$ cat src/rtl/dring_pkg.sv
package dring_pkg;
   // status bit positions within descriptor word 0 (software decodes these)
   localparam int OWN_B   = 31;   // empty (rx) / ready (tx)
   localparam int WRAP_B  = 29;
   localparam int LAST_B  = 27;
   localparam int TXCRC_B = 26;
   localparam int ERR_B   = 16;
   localparam int POLL_B  = 24;   // bit of the poll write that requests activity

   typedef enum logic [2:0] {
      RX_IDLE, RX_F0, RX_F1, RX_F2, RX_DATA, RX_WB
   } rx_st_e;

   typedef enum logic [2:0] {
      TX_IDLE, TX_F0, TX_F1, TX_F2, TX_RD, TX_LAT, TX_OUT, TX_WB
   } tx_st_e;
endpackage

$ cat src/rtl/dring_ptr.sv
module dring_ptr
   import dring_pkg::*;
#(
   parameter int AW    = 16,
   parameter int IDX_W = 6
) (
   input  logic          clk,
   input  logic          rst_n,
   input  logic [AW-1:0] base,
   input  logic          poll_wr,
   input  logic [31:0]   poll_data,
   input  logic          stop,
   input  logic          advance,
   input  logic          wrap_now,
   output logic          active,
   output logic [AW-1:0] desc_addr
);
   logic [IDX_W-1:0] idx;
   logic             poll_hit;

   assign poll_hit  = poll_wr && poll_data[POLL_B];
   assign desc_addr = base + AW'({idx, 1'b0});

   always_ff @(posedge clk) begin
      if (!rst_n) begin
         active <= 1'b0;
         idx    <= '0;
      end else begin
         if (poll_hit)  active <= 1'b1;
         else if (stop) active <= 1'b0;
         if (advance)   idx <= wrap_now ? '0 : idx + 1'b1;
      end
   end

   logic unused_poll;
   assign unused_poll = ^{poll_data[31:POLL_B+1], poll_data[POLL_B-1:0]};

   p_poll_sets_r2: assert property (@(posedge clk) disable iff (!rst_n)
      poll_hit |=> active);
   p_stop_clears_r3: assert property (@(posedge clk) disable iff (!rst_n)
      (stop && !poll_hit) |=> !active);
   p_wrap_zero_r6: assert property (@(posedge clk) disable iff (!rst_n)
      (advance && wrap_now) |=> (desc_addr == base));
endmodule

$ cat src/rtl/dring_rx.sv
module dring_rx
   import dring_pkg::*;
#(
   parameter int AW        = 16,
   parameter int BUF_BYTES = 128,
   parameter int MAX_FRAME = 1522
) (
   input  logic          clk,
   input  logic          rst_n,
   input  logic          active,
   input  logic [AW-1:0] desc_addr,
   output logic          stop,
   output logic          advance,
   output logic          wrap_now,
   input  logic          rx_valid,
   input  logic [7:0]    rx_data,
   input  logic          rx_last,
   input  logic          rx_err,
   output logic          rx_ready,
   output logic          rx_done,
   output logic          m_req,
   output logic          m_we,
   output logic [AW-1:0] m_addr,
   output logic [31:0]   m_wdata,
   input  logic [31:0]   m_rdata
);
   localparam logic [15:0] BUF_LEN = 16'(BUF_BYTES);
   localparam logic [15:0] MAX_LEN = 16'(MAX_FRAME);

   rx_st_e        st;
   logic [AW-1:0] ptr;
   logic [15:0]   cnt, total;
   logic          wrap_f, err_f, final_f, keep;
   logic [31:0]   wb_word;

   assign keep     = total < MAX_LEN;
   assign rx_ready = (st == RX_DATA);
   assign wrap_now = wrap_f;

   always_comb begin
      wb_word         = '0;
      wb_word[WRAP_B] = wrap_f;
      wb_word[LAST_B] = final_f;
      wb_word[ERR_B]  = final_f && err_f;
      wb_word[15:0]   = final_f ? total : BUF_LEN;
   end

   always_comb begin
      m_req   = 1'b0;
      m_we    = 1'b0;
      m_addr  = desc_addr;
      m_wdata = '0;
      stop    = 1'b0;
      advance = 1'b0;
      unique case (st)
         RX_F0: m_req = 1'b1;
         RX_F1: begin
            if (m_rdata[OWN_B]) begin
               m_req  = 1'b1;
               m_addr = desc_addr + 1'b1;
            end else begin
               stop = 1'b1;
            end
         end
         RX_DATA: begin
            if (rx_valid && keep) begin
               m_req   = 1'b1;
               m_we    = 1'b1;
               m_addr  = ptr + AW'(cnt);
               m_wdata = {24'd0, rx_data};
            end
         end
         RX_WB: begin
            m_req   = 1'b1;
            m_we    = 1'b1;
            m_wdata = wb_word;
            advance = 1'b1;
         end
         default: ;
      endcase
   end

   always_ff @(posedge clk) begin
      if (!rst_n) begin
         st      <= RX_IDLE;
         ptr     <= '0;
         cnt     <= '0;
         total   <= '0;
         wrap_f  <= 1'b0;
         err_f   <= 1'b0;
         final_f <= 1'b0;
         rx_done <= 1'b0;
      end else begin
         rx_done <= 1'b0;
         unique case (st)
            RX_IDLE: if (active) st <= RX_F0;
            RX_F0:   st <= RX_F1;
            RX_F1: begin
               if (m_rdata[OWN_B]) begin
                  wrap_f <= m_rdata[WRAP_B];
                  st     <= RX_F2;
               end else begin
                  st <= RX_IDLE;
               end
            end
            RX_F2: begin
               ptr <= m_rdata[AW-1:0];
               cnt <= '0;
               st  <= RX_DATA;
            end
            RX_DATA: begin
               if (rx_valid) begin
                  if (keep) begin
                     cnt   <= cnt + 1'b1;
                     total <= total + 1'b1;
                  end else begin
                     err_f <= 1'b1;
                  end
                  if (rx_last) begin
                     final_f <= 1'b1;
                     if (rx_err) err_f <= 1'b1;
                     st <= RX_WB;
                  end else if (keep && (cnt == BUF_LEN - 1'b1)) begin
                     final_f <= 1'b0;
                     st      <= RX_WB;
                  end
               end
            end
            RX_WB: begin
               rx_done <= final_f;
               final_f <= 1'b0;
               if (final_f) begin
                  total <= '0;
                  err_f <= 1'b0;
               end
               st <= RX_IDLE;
            end
            default: st <= RX_IDLE;
         endcase
      end
   end

   logic unused_rd;
   assign unused_rd = ^{m_rdata[30], m_rdata[28:AW]};

   p_total_cap_r7: assert property (@(posedge clk) disable iff (!rst_n)
      total <= MAX_LEN);
   p_ready_needs_active_r3: assert property (@(posedge clk) disable iff (!rst_n)
      rx_ready |-> active);
   p_done_single_r10: assert property (@(posedge clk) disable iff (!rst_n)
      rx_done |=> !rx_done);
   p_done_after_wb_r10: assert property (@(posedge clk) disable iff (!rst_n)
      $rose(rx_done) |-> $past(m_req && m_we && advance));
endmodule

$ cat src/rtl/dring_tx.sv
module dring_tx
   import dring_pkg::*;
#(
   parameter int AW = 16
) (
   input  logic          clk,
   input  logic          rst_n,
   input  logic          active,
   input  logic [AW-1:0] desc_addr,
   output logic          stop,
   output logic          advance,
   output logic          wrap_now,
   output logic          tx_valid,
   output logic [7:0]    tx_data,
   output logic          tx_last,
   output logic          tx_crc,
   input  logic          tx_ready,
   output logic          tx_done,
   output logic          m_req,
   output logic          m_we,
   output logic [AW-1:0] m_addr,
   output logic [31:0]   m_wdata,
   input  logic [31:0]   m_rdata
);
   tx_st_e        st;
   logic [AW-1:0] ptr;
   logic [15:0]   len, cnt, stat;
   logic [7:0]    byte_q;
   logic          end_byte;

   assign end_byte = (cnt + 1'b1) == len;
   assign tx_valid = (st == TX_OUT);
   assign tx_data  = byte_q;
   assign tx_last  = tx_valid && end_byte && stat[LAST_B-16];
   assign tx_crc   = tx_valid && stat[TXCRC_B-16];
   assign wrap_now = stat[WRAP_B-16];

   always_comb begin
      m_req   = 1'b0;
      m_we    = 1'b0;
      m_addr  = desc_addr;
      m_wdata = '0;
      stop    = 1'b0;
      advance = 1'b0;
      unique case (st)
         TX_F0: m_req = 1'b1;
         TX_F1: begin
            if (m_rdata[OWN_B]) begin
               m_req  = 1'b1;
               m_addr = desc_addr + 1'b1;
            end else begin
               stop = 1'b1;
            end
         end
         TX_RD: begin
            m_req  = 1'b1;
            m_addr = ptr + AW'(cnt);
         end
         TX_WB: begin
            m_req   = 1'b1;
            m_we    = 1'b1;
            m_wdata = {1'b0, stat[14:0], len};
            advance = 1'b1;
         end
         default: ;
      endcase
   end

   always_ff @(posedge clk) begin
      if (!rst_n) begin
         st      <= TX_IDLE;
         ptr     <= '0;
         len     <= '0;
         cnt     <= '0;
         stat    <= '0;
         byte_q  <= '0;
         tx_done <= 1'b0;
      end else begin
         tx_done <= 1'b0;
         unique case (st)
            TX_IDLE: if (active) st <= TX_F0;
            TX_F0:   st <= TX_F1;
            TX_F1: begin
               if (m_rdata[OWN_B]) begin
                  stat <= m_rdata[31:16];
                  len  <= m_rdata[15:0];
                  st   <= TX_F2;
               end else begin
                  st <= TX_IDLE;
               end
            end
            TX_F2: begin
               ptr <= m_rdata[AW-1:0];
               cnt <= '0;
               st  <= (len == 16'd0) ? TX_WB : TX_RD;
            end
            TX_RD:  st <= TX_LAT;
            TX_LAT: begin
               byte_q <= m_rdata[7:0];
               st     <= TX_OUT;
            end
            TX_OUT: begin
               if (tx_ready) begin
                  cnt <= cnt + 1'b1;
                  st  <= end_byte ? TX_WB : TX_RD;
               end
            end
            TX_WB: begin
               tx_done <= stat[LAST_B-16];
               st      <= TX_IDLE;
            end
            default: st <= TX_IDLE;
         endcase
      end
   end

   p_hold_byte_r8: assert property (@(posedge clk) disable iff (!rst_n)
      (tx_valid && !tx_ready) |=> (tx_valid && $stable(tx_data) && $stable(tx_last)));
   p_valid_needs_active_r8: assert property (@(posedge clk) disable iff (!rst_n)
      tx_valid |-> active);
   p_done_single_r10: assert property (@(posedge clk) disable iff (!rst_n)
      tx_done |=> !tx_done);
   p_wb_clears_own_r9: assert property (@(posedge clk) disable iff (!rst_n)
      (m_req && m_we) |-> !m_wdata[OWN_B]);
endmodule

$ cat src/rtl/dring_dma.sv
module dring_dma
   import dring_pkg::*;
#(
   parameter int AW        = 16,
   parameter int IDX_W     = 6,
   parameter int BUF_BYTES = 128,
   parameter int MAX_FRAME = 1522
) (
   input  logic          clk,
   input  logic          rst_n,
   input  logic [AW-1:0] rx_ring_base,
   input  logic [AW-1:0] tx_ring_base,
   input  logic          rx_poll_wr,
   input  logic          tx_poll_wr,
   input  logic [31:0]   poll_wdata,
   output logic          rx_active,
   output logic          tx_active,
   output logic          rxm_req,
   output logic          rxm_we,
   output logic [AW-1:0] rxm_addr,
   output logic [31:0]   rxm_wdata,
   input  logic [31:0]   rxm_rdata,
   output logic          txm_req,
   output logic          txm_we,
   output logic [AW-1:0] txm_addr,
   output logic [31:0]   txm_wdata,
   input  logic [31:0]   txm_rdata,
   input  logic          rx_valid,
   input  logic [7:0]    rx_data,
   input  logic          rx_last,
   input  logic          rx_err,
   output logic          rx_ready,
   output logic          tx_valid,
   output logic [7:0]    tx_data,
   output logic          tx_last,
   output logic          tx_crc,
   input  logic          tx_ready,
   output logic          rx_done,
   output logic          tx_done
);
   generate
      if (AW < IDX_W + 1) begin : g_bad_aw
         $error("AW too narrow for the descriptor index");
      end
      if (BUF_BYTES < 2 || BUF_BYTES > 65535) begin : g_bad_buf
         $error("BUF_BYTES out of range");
      end
      if (MAX_FRAME < 1 || MAX_FRAME > 65535) begin : g_bad_max
         $error("MAX_FRAME out of range");
      end
   endgenerate

   logic [AW-1:0] rx_desc, tx_desc;
   logic          rx_stop, rx_adv, rx_wrap;
   logic          tx_stop, tx_adv, tx_wrap;

   dring_ptr #(.AW(AW), .IDX_W(IDX_W)) u_rx_ptr (
      .clk, .rst_n, .base(rx_ring_base), .poll_wr(rx_poll_wr), .poll_data(poll_wdata),
      .stop(rx_stop), .advance(rx_adv), .wrap_now(rx_wrap),
      .active(rx_active), .desc_addr(rx_desc)
   );

   dring_ptr #(.AW(AW), .IDX_W(IDX_W)) u_tx_ptr (
      .clk, .rst_n, .base(tx_ring_base), .poll_wr(tx_poll_wr), .poll_data(poll_wdata),
      .stop(tx_stop), .advance(tx_adv), .wrap_now(tx_wrap),
      .active(tx_active), .desc_addr(tx_desc)
   );

   dring_rx #(.AW(AW), .BUF_BYTES(BUF_BYTES), .MAX_FRAME(MAX_FRAME)) u_rx (
      .clk, .rst_n, .active(rx_active), .desc_addr(rx_desc),
      .stop(rx_stop), .advance(rx_adv), .wrap_now(rx_wrap),
      .rx_valid, .rx_data, .rx_last, .rx_err, .rx_ready, .rx_done,
      .m_req(rxm_req), .m_we(rxm_we), .m_addr(rxm_addr),
      .m_wdata(rxm_wdata), .m_rdata(rxm_rdata)
   );

   dring_tx #(.AW(AW)) u_tx (
      .clk, .rst_n, .active(tx_active), .desc_addr(tx_desc),
      .stop(tx_stop), .advance(tx_adv), .wrap_now(tx_wrap),
      .tx_valid, .tx_data, .tx_last, .tx_crc, .tx_ready, .tx_done,
      .m_req(txm_req), .m_we(txm_we), .m_addr(txm_addr),
      .m_wdata(txm_wdata), .m_rdata(txm_rdata)
   );

   p_quiet_idle_r1: assert property (@(posedge clk) disable iff (!rst_n)
      (!rx_active && !tx_active && $past(!rx_active && !tx_active)) |-> (!rx_ready && !tx_valid));
endmodule

$ cat config.mk
export PLATFORM = sky130hd
export DESIGN_NAME = dring_dma
export DESIGN_NICKNAME = d
export VERILOG_FILES = /design/src/rtl/dring_pkg.sv /design/src/rtl/dring_ptr.sv /design/src/rtl/dring_rx.sv /design/src/rtl/dring_tx.sv /design/src/rtl/dring_dma.sv
export SDC_FILE = /design/constraint.sdc
export NUM_CORES = 1
export LEC_CHECK = 0
export BUFFER_PORTS_ARGS = -buffer_cell sky130_fd_sc_hd__buf_2
export CAP_MARGIN = 10
export CORE_AREA = 10 10 195 197
export DETAILED_ROUTE_END_ITERATION = 12
export DIE_AREA = 0 0 205 207
export MAX_ROUTING_LAYER = met4
export SKIP_CTS_REPAIR_TIMING = 1
export SLEW_MARGIN = 15
export SYNTH_ARGS = -nofsm -noshare
export SYNTH_HDL_FRONTEND = slang
export SYNTH_SLANG_ARGS = --single-unit
$ cat constraint.sdc
create_clock -name clk -period 3.2 [get_ports clk]
set_clock_uncertainty 0.15 [all_clocks]
set_input_delay 0.32 -clock clk [delete_from_list [all_inputs] [get_ports clk]]
set_output_delay 0.32 -clock clk [all_outputs]
set_load 0.01 [all_outputs]
After elaboration in Yosys (flattened, before gate mapping)
Cells that the tools add are included.
{"block": "totals", "inputBits": 144, "output_inout_bits": 116, "elab_cells": 139, "register_bits": 144}
{"block": "op_classes", "addsub": 11, "mux": 58, "n_reduce_logical": 29, "n_eq_ne": 21, "n_lt_le_gt_ge": 1}
{"cell": "16-bit two-way mux", "n": 10}
{"cell": "16-bit case mux with 2 select lines", "n": 5}
{"cell": "16-bit by 1-bit adder with 16-bit output, second input constant", "n": 5}
{"cell": "32-bit case mux with 2 select lines", "n": 1}
{"cell": "16-bit adder", "n": 2}
{"cell": "16-bit by 7-bit adder with 16-bit output", "n": 2}
{"cell": "31-bit two-way mux", "n": 1}
{"cell": "3-bit case mux with 8 select lines", "n": 1}
{"cell": "1-bit two-way mux", "n": 21}
{"cell": "3-bit equality test, second input constant", "n": 6}
{"cell": "3-bit two-way mux", "n": 6}
{"cell": "16-bit equality test", "n": 1}
{"cell": "16-bit by 7-bit equality test with 1-bit output, second input constant", "n": 1}
{"cell": "16-bit zero test", "n": 1}
{"cell": "16-bit by 11-bit less-than comparator with 1-bit output, second input constant", "n": 1}
{"cell": "3-bit case mux with 5 select lines", "n": 1}
{"cell": "6-bit by 1-bit adder with 6-bit output, second input constant", "n": 2}
{"cell": "3-bit by 2-bit equality test with 1-bit output, second input constant", "n": 4}
{"cell": "6-bit two-way mux", "n": 2}
{"cell": "2-bit AND reduction", "n": 6}
{"cell": "3-bit AND reduction", "n": 4}
{"cell": "2-bit nonzero test", "n": 5}
{"cell": "1-bit logical AND", "n": 8}
{"cell": "2-bit two-way mux", "n": 4}
{"cell": "11 further kinds", "n": 20}

Logic depth before layout (Yosys ltp)
Gate-level depths: netlist of run 1.
{"block": "logic_depth", "depth_word": 6, "depth_mapped": 10}

Modules after synthesis
A second synthesis of run 1 with hierarchy kept.
{"block": "hier_totals", "hier_cells": 1341, "hier_area_um2": 10188.5}
{"mod": "dring_tx", "seq_area_each_um2": 1501.4, "instances": 1, "area_each_um2": 4850.9, "cells_each": 664}
{"mod": "dring_rx", "seq_area_each_um2": 1101.1, "instances": 1, "area_each_um2": 3913.8, "cells_each": 503}
{"mod": "dring_ptr", "seq_area_each_um2": 140.1, "instances": 2, "area_each_um2": 711.9, "cells_each": 87}

Least setup slack after synthesis of run 1
No wires, ideal clock.
{"block": "synth_timing", "path_kind": "register to output", "from": "reg u_rx_ptr.idx[0]", "to": "out rxm_addr[11]", "arrival_ns": 2.802, "stages_incl_launch_ff": 10, "t_required_ns": 2.730, "setup_slack_ns": -0.072, "cell_sequence": "dfxtp_1 > ha_1 > fa_1 > a21o_1 > a221oi_2 > xnor2_1 > nand3_1 > nor4_2 > mux2_2 > o21ai_1"}
{"block": "synth_between", "elab_chain_len": 4, "word_cells_on_any_way": 5, "cone_classes": "add/sub: 2; mux: 3"}
{"element": "start, declared", "line": "dring_ptr.sv:18", "text": "logic [IDX_W-1:0] idx;"}
{"element": "start signal, assigned", "line": "dring_ptr.sv:31", "text": "if (advance) idx <= wrap_now ? '0 : idx + 1'b1;"}
{"element": "16-bit by 7-bit adder with 16-bit output (*)", "line": "dring_ptr.sv:22", "text": "assign desc_addr = base + AW'({idx, 1'b0});"}
{"element": "16-bit by 1-bit adder with 16-bit output", "line": "dring_rx.sv:60", "text": "m_addr = desc_addr + 1'b1;"}
{"element": "16-bit two-way mux", "line": "dring_rx.sv:58", "text": "if (m_rdata[OWN_B]) begin"}
{"element": "16-bit case mux with 2 select lines (*)", "line": "dring_rx.sv:55", "text": "unique case (st)"}
{"element": "end, declared", "line": "dring_dma.sv:20", "text": "output logic [AW-1:0] rxm_addr,"}
Every way passes the cells marked *; elsewhere a longest branch is shown, timed or not.

Final worst setup path of run 1
Same ends and word-level chain as after synthesis.

==> results of run 1 <==
## how the worst min path moves through the flow
stage                  startpoint       endpoint  slack (ns)  cells past startpoint
floorplan              u_rx.err_f     u_rx.err_f        0.28                      2
CTS                  rxm_rdata[5]    u_rx.ptr[5]       -0.05                      3
global route        rxm_rdata[13]   u_rx.ptr[13]      0.0009                      3
detailed placement   u_tx.stat[4]   u_tx.stat[4]        0.30                      2
global placement    u_tx.stat[12]  u_tx.stat[12]        0.29                      2
finish              rxm_rdata[14]   u_rx.ptr[14]       -0.03                      3
## state kept, by name, summed over array words and instances, names as in the netlist, 3 cells and up
register / count
u_rx.cnt: 16
u_rx.ptr: 16
u_rx.total: 16
u_tx.cnt: 16
u_tx.len: 16
u_tx.ptr: 16
u_tx.stat: 15
u_tx.tx_data: 8
u_rx_ptr.idx: 6
u_tx_ptr.idx: 6
u_rx.st: 3
u_tx.st: 3
## placed cells by master (no fill, tap or decap), drive strengths merged, types with 6 or more instances in the layout
cell / n
a211o: 7
a211oi: 16
a21o: 10
a21oi: 147
a22o: 7
a22oi: 7
a31oi: 17
and2: 45
and3: 30
and4: 9
buf: 290
clkbuf: 23
clkinv: 6
conb: 14
dfxtp: 144
dlygate4sd3: 26
ha: 49
inv: 21
mux2i: 9
nand2: 237
nand2b: 11
nand3: 54
nand4: 24
nor2: 109
nor2b: 14
nor3: 31
nor3b: 6
nor4: 18
o211ai: 16
o21ai: 52
o21bai: 6
or3: 14
xnor2: 50
xor2: 48
## logic make-up after synthesis
| logic type | count (synthesis) | synth area share [%] |
|---|---|---|
| other | 1 | 0.0371 |
| AO/OA/AOI/OAI | 326 | 20.1 |
| AND/OR/NAND/NOR | 618 | 30.0 |
| buffers and inverters | 101 | 4.49 |
| XOR/XNOR | 98 | 8.49 |
| multiplexers | 14 | 1.45 |
| flip-flops | 144 | 28.5 |
| adder cells (fa/ha/maj) | 53 | 6.86 |
## Yosys cell counts (10+ instances only)
master,instances
a211oi_1,13
a21o_1,10
a21oi_1,147
a31oi_1,17
and2_1,44
and3_1,29
buf_4,17
clkbuf_1,46
dfxtp_1,144
ha_1,49
inv_1,20
nand2_1,237
nand2b_1,11
nand3_1,54
nand4_1,23
nor2_1,109
nor2b_1,14
nor3_1,30
nor4_1,13
o211ai_1,16
o21ai_0,51
or3_1,14
xnor2_1,50
xor2_1,48
## through the flow
step	power, mW	util (%)
finish	4.74	39.3
global route	4.94	39.3
CTS	4.72	37.0
detailed placement	2.55	35.2
global placement	2.55	35.2
floorplan	2.27	-
## layout make-up
class                   instances  area (µm²)  area share [%]
repair buffers                316        1990            14.8
inverters                      23        87.6           0.653
clock inverters                 9         155            1.16
flip-flops and latches        144        2900            21.6
well taps                     455         569            4.25
multi-input cells            1123        7230            53.9
clock buffers                  23         478            3.56
diodes                          1        2.50          0.0187
## critical path: stages (launching register included)
cell and delay (ns):
dfxtp_2 0.33, ha_4 0.16, fa_2 0.39, a21o_1 0.21, a221oi_4 0.41, xnor2_2 0.19, nand3_2 0.15, nor4_4 0.31
mux2_2 0.37, o21ai_1 0.08, buf_2 0.15
## layer usage
layer  vias up  GRT usage (%)
met3        32           3.37
met2       248           25.1
li1       5348              -
met5         -              -
met4         0           4.04
met1      4969           20.3
## power by group through the flow
stage | clock, mW | combinational (mW) | sequential (mW)
detailed placement | 0 | 0.642 | 1.91
CTS | 2.20 | 0.645 | 1.87
finish | 2.15 | 0.717 | 1.87
floorplan | 0 | 0.378 | 1.90
global placement | 0 | 0.636 | 1.91
global route | 2.27 | 0.792 | 1.88
==> qor_table.md, run 1 <==
| Item | Reported | Unit |
|:---|:---|:---|
| Status | finished, violations left | - |
| Violated checks | hold timing, setup timing | - |
| Measured slew at the worst slew-check pin | 0.706 | ns |
| Per-cell via count in the routed design | 5.06 | - |
| Post-route setup TNS | -4.79 | ns |
| Final critical-path required period | 3.66 | ns |
| Number of fill cells in the layout | 3528 | - |
| # rows | 68 | - |
| Worst Setup Slack, final | -0.459 | ns |
| Core box area | 0.0341 | mm² |
| Via count of the routed design | 10597 | - |
| Net count reported at finish | 1822 | - |
| Die outline height | 207 | µm |
| Met1 WL | 15900 | µm |
| RSZ-0062 raised after global routing | true | - |
| Fmax achieved | 273 | MHz |
| Detail Route met2 WL | 16500 | µm |
| Die Outline Area | 0.0424 | mm² |
| Placed Instances | 2026 | - |
| Top-level I/O count | 260 | - |
| Share of the synthesized area in the top cell type | 28.5 | % |
| Mean area per synthesized cell | 7.46 | µm² |
| Endpoint of the most critical register-to-register path | u_rx.cnt[8] | - |
| Switching power | 1.25 | mW |
| Non-filler instance count after layout | 2094 | - |
| Global placement routability congestion | 0.869 | - |
| Initial cell density of the core | 29.6 | % |
| Count of pins over their slew limit | 0 | - |
| Crit Path Category | flop to primary output | - |
| DRT Pass-1 Iters | 5 | - |
| Area growth syn-to-layout | 32.7 | % |
| CP required | 2.73 | ns |
| Static power due to leakage | 5.65 | nW |
| Total Routed Length | 35000 | µm |
| Class of the tightest hold or removal check | input port to flop | - |
| Latest clock arrival within the worst-skew pair | 0.43 | ns |
| Clock Tree Root | clkbuf_16 | - |
| Biggest area consumer among synthesized cells | dfxtp_1 | - |
| Residual antenna-violating net count after detailed routing | 0 | - |
| Switching part of the total | 26.4 | % |
| Final period utilization | 114 | % |
| Wire length of the first global-routing pass | 53600 | µm |
| CTS H-tree depth | 4 | - |
| Total standard cell area after synthesis | 0.0101 | mm² |
| Biggest fanout along the worst timing path | 5 | - |
| Final hold slack | -0.0252 | ns |
| Post-synthesis async set-or-reset flop share | 0 | % |
| Non-Filler Cell Area, Final | 0.0134 | mm² |
| Pwr dens | 354 | mW/mm² |
| Sequential group share of total power | 39.5 | % |
| Part of the Yosys area used for sequential elements | 28.5 | % |
| Placed standard-cell area | 0.0120 | mm² |
| Reg2reg start | u_rx.st[2] | - |
| Worst Path Arrival | 3.19 | ns |
| CTS tree | built | - |
| Main synth FF type | dfxtp_1 | - |
| Number of hold violations in the final report | 4 | - |
| Flop-to-flop setup slack | 0.54 | ns |
| Number of global-route vias before repair | 9729 | - |
| Clock transition time at the flip-flop clock pins of the worst setup and hold paths | 0.06 | ns |
| Worst setup slack before clock tree synthesis | -0.227 | ns |
| Antenna violations before repair | 1 | - |
| Number of synthesis warnings | 0 | - |
| Global-route usage over all layers | 15.9 | % |
| Reported max-cap violation count | 0 | - |
| Top sig layer | met4 | - |
| Internal power of the cells | 3.49 | mW |
| Die W | 205 | µm |
| Worst-case clock buffer depth | 2 | - |
| Length of routed met3 wiring | 1920 | µm |
| Worst Setup End Kind | primary output | - |
| Category of the worst setup path launch point | flop | - |
| Fraction of power consumed by combinational cells | 15.1 | % |
| Final global-route overflow total | 0 | - |
| Main area contributors after synthesis | dfxtp_1 29%, nand2_1 8.8%, a21oi_1 7.3%, ha_1 6.1%, xnor2_1 4.3% | - |
| PortBufs | 200 | - |
| FF-to-FF path depth | 8 | - |
| Final HPWL from detailed placement | 26700 | µm |
| CTS buffer count | 17 | - |
| Number of remaining DRC errors | 0 | - |
| Post-synth EDFFs | 0 | - |
| Post-synth cell types | 73 | - |
| Total clock sinks | 144 | - |
| Worst supply voltage drop on vdd | 251 | µV |
| Maximum number of pins on one net before global-route repair | 59 | - |
| DR WL/cell | 16.7 | µm |
| Final setup violation count | 18 | - |
| Cell count after synthesis | 1355 | - |
| Max-slew headroom | 52.9 | % |
| Endpoint of the worst setup timing path | rxm_addr[11] | - |
| Register bit count reported by yosys | 144 | - |
| Drt initial violations | 622 | - |
| Launch point of the worst path | u_rx_ptr.idx[0] | - |
| Layout cells sized above 1 | 25.5 | % |
| Clock group share of total power | 45.4 | % |
No activity file was read; power rests on OpenSTA's default activity.
==> run 2, diff against run 1 <==
CORE_AREA = 10 10 196 198   (was 10 10 195 197)
DIE_AREA = 0 0 206 208   (was 0 0 205 207)
SYNTH_HIERARCHICAL = 1   (was unset)
==> qor_table.md, run 2 <==
| Item | Reported | Unit | Delta |
|:---|:---|:---|:---|
| Global-route usage over all layers | 16.0 | % | +0.11 points |
| Worst Setup Slack, final | -0.646 | ns | -0.186 ns |
| Core box area | 0.0344 | mm² | +0.75% |
| Latest clock arrival within the worst-skew pair | 0.45 | ns | +0.02 ns |
| Worst-case clock buffer depth | 2 | - | unchanged |
| Class of the tightest hold or removal check | input port to flop | - |  |
| Antenna violations before repair | 1 | - | unchanged |
| Clock group share of total power | 44.2 | % | -1.2 points |
| CP required | 2.73 | ns | about the same |
| Max stage delay cell, worst path | fa_2 | - |  |
| Fraction of power consumed by combinational cells | 14.0 | % | -1.1 points |
| Final critical-path required period | 3.85 | ns | +0.186 ns |
| Die Outline Area | 0.0428 | mm² | +0.97% |
| Post-synth cell types | 91 | - | +25% |
| CTS buffer count | 17 | - | unchanged |
| Fmax achieved | 260 | MHz | -4.8% |
| Switching part of the total | 30.2 | % | +3.8 points |
| Layout cells sized above 1 | 26.6 | % | +1.1 points |
| Net count reported at finish | 1827 | - | +0.27% |
| Number of hold violations in the final report | 3 | - | -1 |
| Most common cell after layout, fill and taps aside | nand2_1 | - |  |
| Sequential group share of total power | 41.8 | % | +2.3 points |
| RSZ-0062 raised after global routing | true | - |  |
| Die outline height | 208 | µm | +0.48% |
| Non-filler instance count after layout | 2099 | - | +0.24% |
| Count of pins over their slew limit | 0 | - | unchanged |
| Number of synthesis warnings | 6 | - | +6 |
| Total Routed Length | 35800 | µm | +2.5% |
| Min-Delay Path Depth | 3 | - | unchanged |
| Die W | 206 | µm | +0.49% |
| Worst-path cell chain | ha_4 > fa_2 > a211oi_2 > o21bai_1 > a21oi_1 > xnor2_1 > and3_1 > nand4_1 > or2_4 > nor2_4 > nand3_2 > mux2_4 > o21ai_2 > buf_2 | - |  |
| Internal power of the cells | 3.13 | mW | -10% |
| Final global-route overflow total | 0 | - | unchanged |
| Clock transition time at the flip-flop clock pins of the worst setup and hold paths | 0.08 | ns | +0.02 ns |
| FF-to-FF path depth | 8 | - | unchanged |
| Wire length of the first global-routing pass | 54300 | µm | +1.3% |
| Per-cell via count in the routed design | 5.20 | - | +2.8% |
| # rows | 68 | - | unchanged |
| Post-synthesis async set-or-reset flop share | 0 | % | unchanged |
| Final HPWL from detailed placement | 26900 | µm | +0.42% |
| Leading cell type by number of instances after synthesis | nand2_1 | - |  |
| CTS tree | built | - |  |
| Clock Tree Root | clkbuf_16 | - |  |
| DR WL/cell | 17.1 | µm | +2.2% |
| Length of routed met3 wiring | 1790 | µm | -6.7% |
| Post-layout utilization of the core | 39.2 | % | -0.12 points |
| Maximum number of pins on one net before global-route repair | 74 | - | +25% |
| PortBufs | 200 | - | unchanged |
| Leading cell types by count after synthesis | 234 x nand2_1, 144 x dfxtp_1, 111 x a21oi_1 | - |  |
| Path length in cells of the critical path | 14 | - | +4 |
| Category of the worst setup path launch point | flop | - |  |
| Worst supply voltage drop on vdd | 402 | µV | +61% |
| Violated checks | hold timing, setup timing | - |  |
| Static power due to leakage | 5.63 | nW | -0.42% |
| Main synth FF type | dfxtp_1 | - |  |
| Max-slew headroom | 55.8 | % | +2.9 points |
| Initial cell density of the core | 29.6 | % | about the same |
| Total standard cell area after synthesis | 0.0102 | mm² | +0.80% |
| Placed Instances | 2020 | - | -0.30% |
| Final hold slack | -0.0252 | ns | +0.0000341 ns |
| Sum of buffers and inverters on the critical path | 1 | - | unchanged |
| Most frequent cells in the layout | 229 x nand2_1, 197 x buf_2, 135 x dfxtp_1 | - |  |
| Post-synth EDFFs | 0 | - | unchanged |
| Crit Path Category | flop to primary output | - |  |
| Pwr dens | 333 | mW/mm² | -5.9% |
| CTS H-tree depth | 4 | - | unchanged |
| Mean area per synthesized cell | 7.60 | µm² | +1.9% |
| Top-level I/O count | 260 | - | unchanged |
| Biggest fanout along the worst timing path | 2 | - | -3 |
| Global placement routability congestion | 0.923 | - | +6.1% |
| Main area contributors after synthesis | dfxtp_1 28%, nand2_1 8.6%, ha_1 6.0%, xnor2_1 5.8%, a21oi_1 5.5% | - |  |
| Via count of the routed design | 10917 | - | +3.0% |
| Met1 WL | 16100 | µm | +1.1% |
| Status | finished, violations left | - |  |
| Reported max-cap violation count | 0 | - | unchanged |
| Delay of the slowest cell on the worst path | 0.34 | ns | -0.07 ns |
| Measured slew at the worst slew-check pin | 0.658 | ns | -0.0478 ns |
| Part of the Yosys area used for sequential elements | 28.3 | % | -0.23 points |
| Area growth syn-to-layout | 32.2 | % |  |
| Total clock sinks | 144 | - | unchanged |
| Worst setup slack before clock tree synthesis | -0.260 | ns | -0.0323 ns |
| Cell count after synthesis | 1341 | - | -1.0% |
| Share of the synthesized area in the top cell type | 28.3 | % | -0.23 points |
| Number of remaining DRC errors | 0 | - | unchanged |
| Delay-heaviest family, CP | simple AND/OR/NAND/NOR gates | - |  |
| Final period utilization | 120 | % | +5.8 points |
| Residual antenna-violating net count after detailed routing | 0 | - | unchanged |
| Number of global-route vias before repair | 10148 | - | +4.3% |
| Drt initial violations | 668 | - | +7.4% |
| Register bit count reported by yosys | 144 | - | unchanged |
| Detail Route met2 WL | 17200 | µm | +3.9% |
| Switching power | 1.36 | mW | +8.1% |
| Placed standard-cell area | 0.0122 | mm² | +1.3% |
| DRT Pass-1 Iters | 7 | - | +2 |
| Final setup violation count | 19 | - | +1 |
| Worst Setup End Kind | primary output | - |  |
| Biggest area consumer among synthesized cells | dfxtp_1 | - |  |
| Top sig layer | met4 | - |  |
| Worst Path Arrival | 3.38 | ns | +0.19 ns |
| Non-Filler Cell Area, Final | 0.0135 | mm² | +0.43% |
[run 2: cell types whose count changed in the layout (fill, tap and decap cells not counted), sizes merged, moves of 9 or more]
cell,previous run,this run
a21oi,147,112
a21boi,2,21
nand4,24,42
buf,290,307
nor2,109,92
xnor2,50,67
nand3,54,69
and3,30,16
xor2,48,36
and2,45,54
[run 2: area by class of cell]
type                       instances  area [µm²]
tap                              455         569
multi-input combinational       1106        7160
sequential                       144        2890
timing repair buffer             339        2180
fill                            3610       20900
clock buffer                      17         425
antenna                            1        2.50
inverter                          22        82.6
clock inverter                    15         153
[run 2: metrics by stage]
step / setup TNS (ns) / power, mW / hold WS, ns
after global routing: -9.76 / 4.66 / 0.0000158
after global placement: -1.21 / 2.48 / 0.288
after floorplan: -0.0486 / 2.23 / 0.282
final: -7.10 / 4.48 / -0.0252
after detailed placement: -1.64 / 2.49 / 0.294
after CTS: -7.66 / 4.49 / -0.0645
[run 2: routing by layer]
metal  track usage (%)  vias up
met1              20.1     5228
met2              25.3      304
met3              2.83       41
li1                  -     5344
met5                 -        -
met4              5.57        0
[run 2: worst paths after layout]
check	start	to	slack, ns
max	u_tx_ptr/idx[0]	txm_addr[15]	-0.65
min	rxm_rdata[15]	u_rx/ptr[15]	-0.03
max reg2reg	u_rx/total[9]	u_rx/total[9]	0.71
min reg2reg	u_tx/stat[5]	u_tx/stat[5]	0.30
[run 2: cell families after synthesis]
group	after synthesis	synth area share, %
AND/OR/NAND/NOR	611	30.0
AO/OA/AOI/OAI	315	20.2
flip-flops	144	28.3
XOR/XNOR	103	8.85
buffers and inverters	103	4.76
adder cells (fa/ha/maj)	53	6.80
multiplexers	10	1.01
other	2	0.0737
[run 2: power groups by stage]
stage	registers, mW	clock network [mW]	logic [mW]
finish	1.87	1.98	0.626
global route	1.88	2.10	0.682
CTS	1.87	2.04	0.577
detailed placement	1.92	0	0.574
global placement	1.91	0	0.567
floorplan	1.90	0	0.336
[run 2: tightest hold or removal path, cell delays in order]
cell and delay (ns):
buf_2 0.10, nand2_1 0.05, a21boi_0 0.06
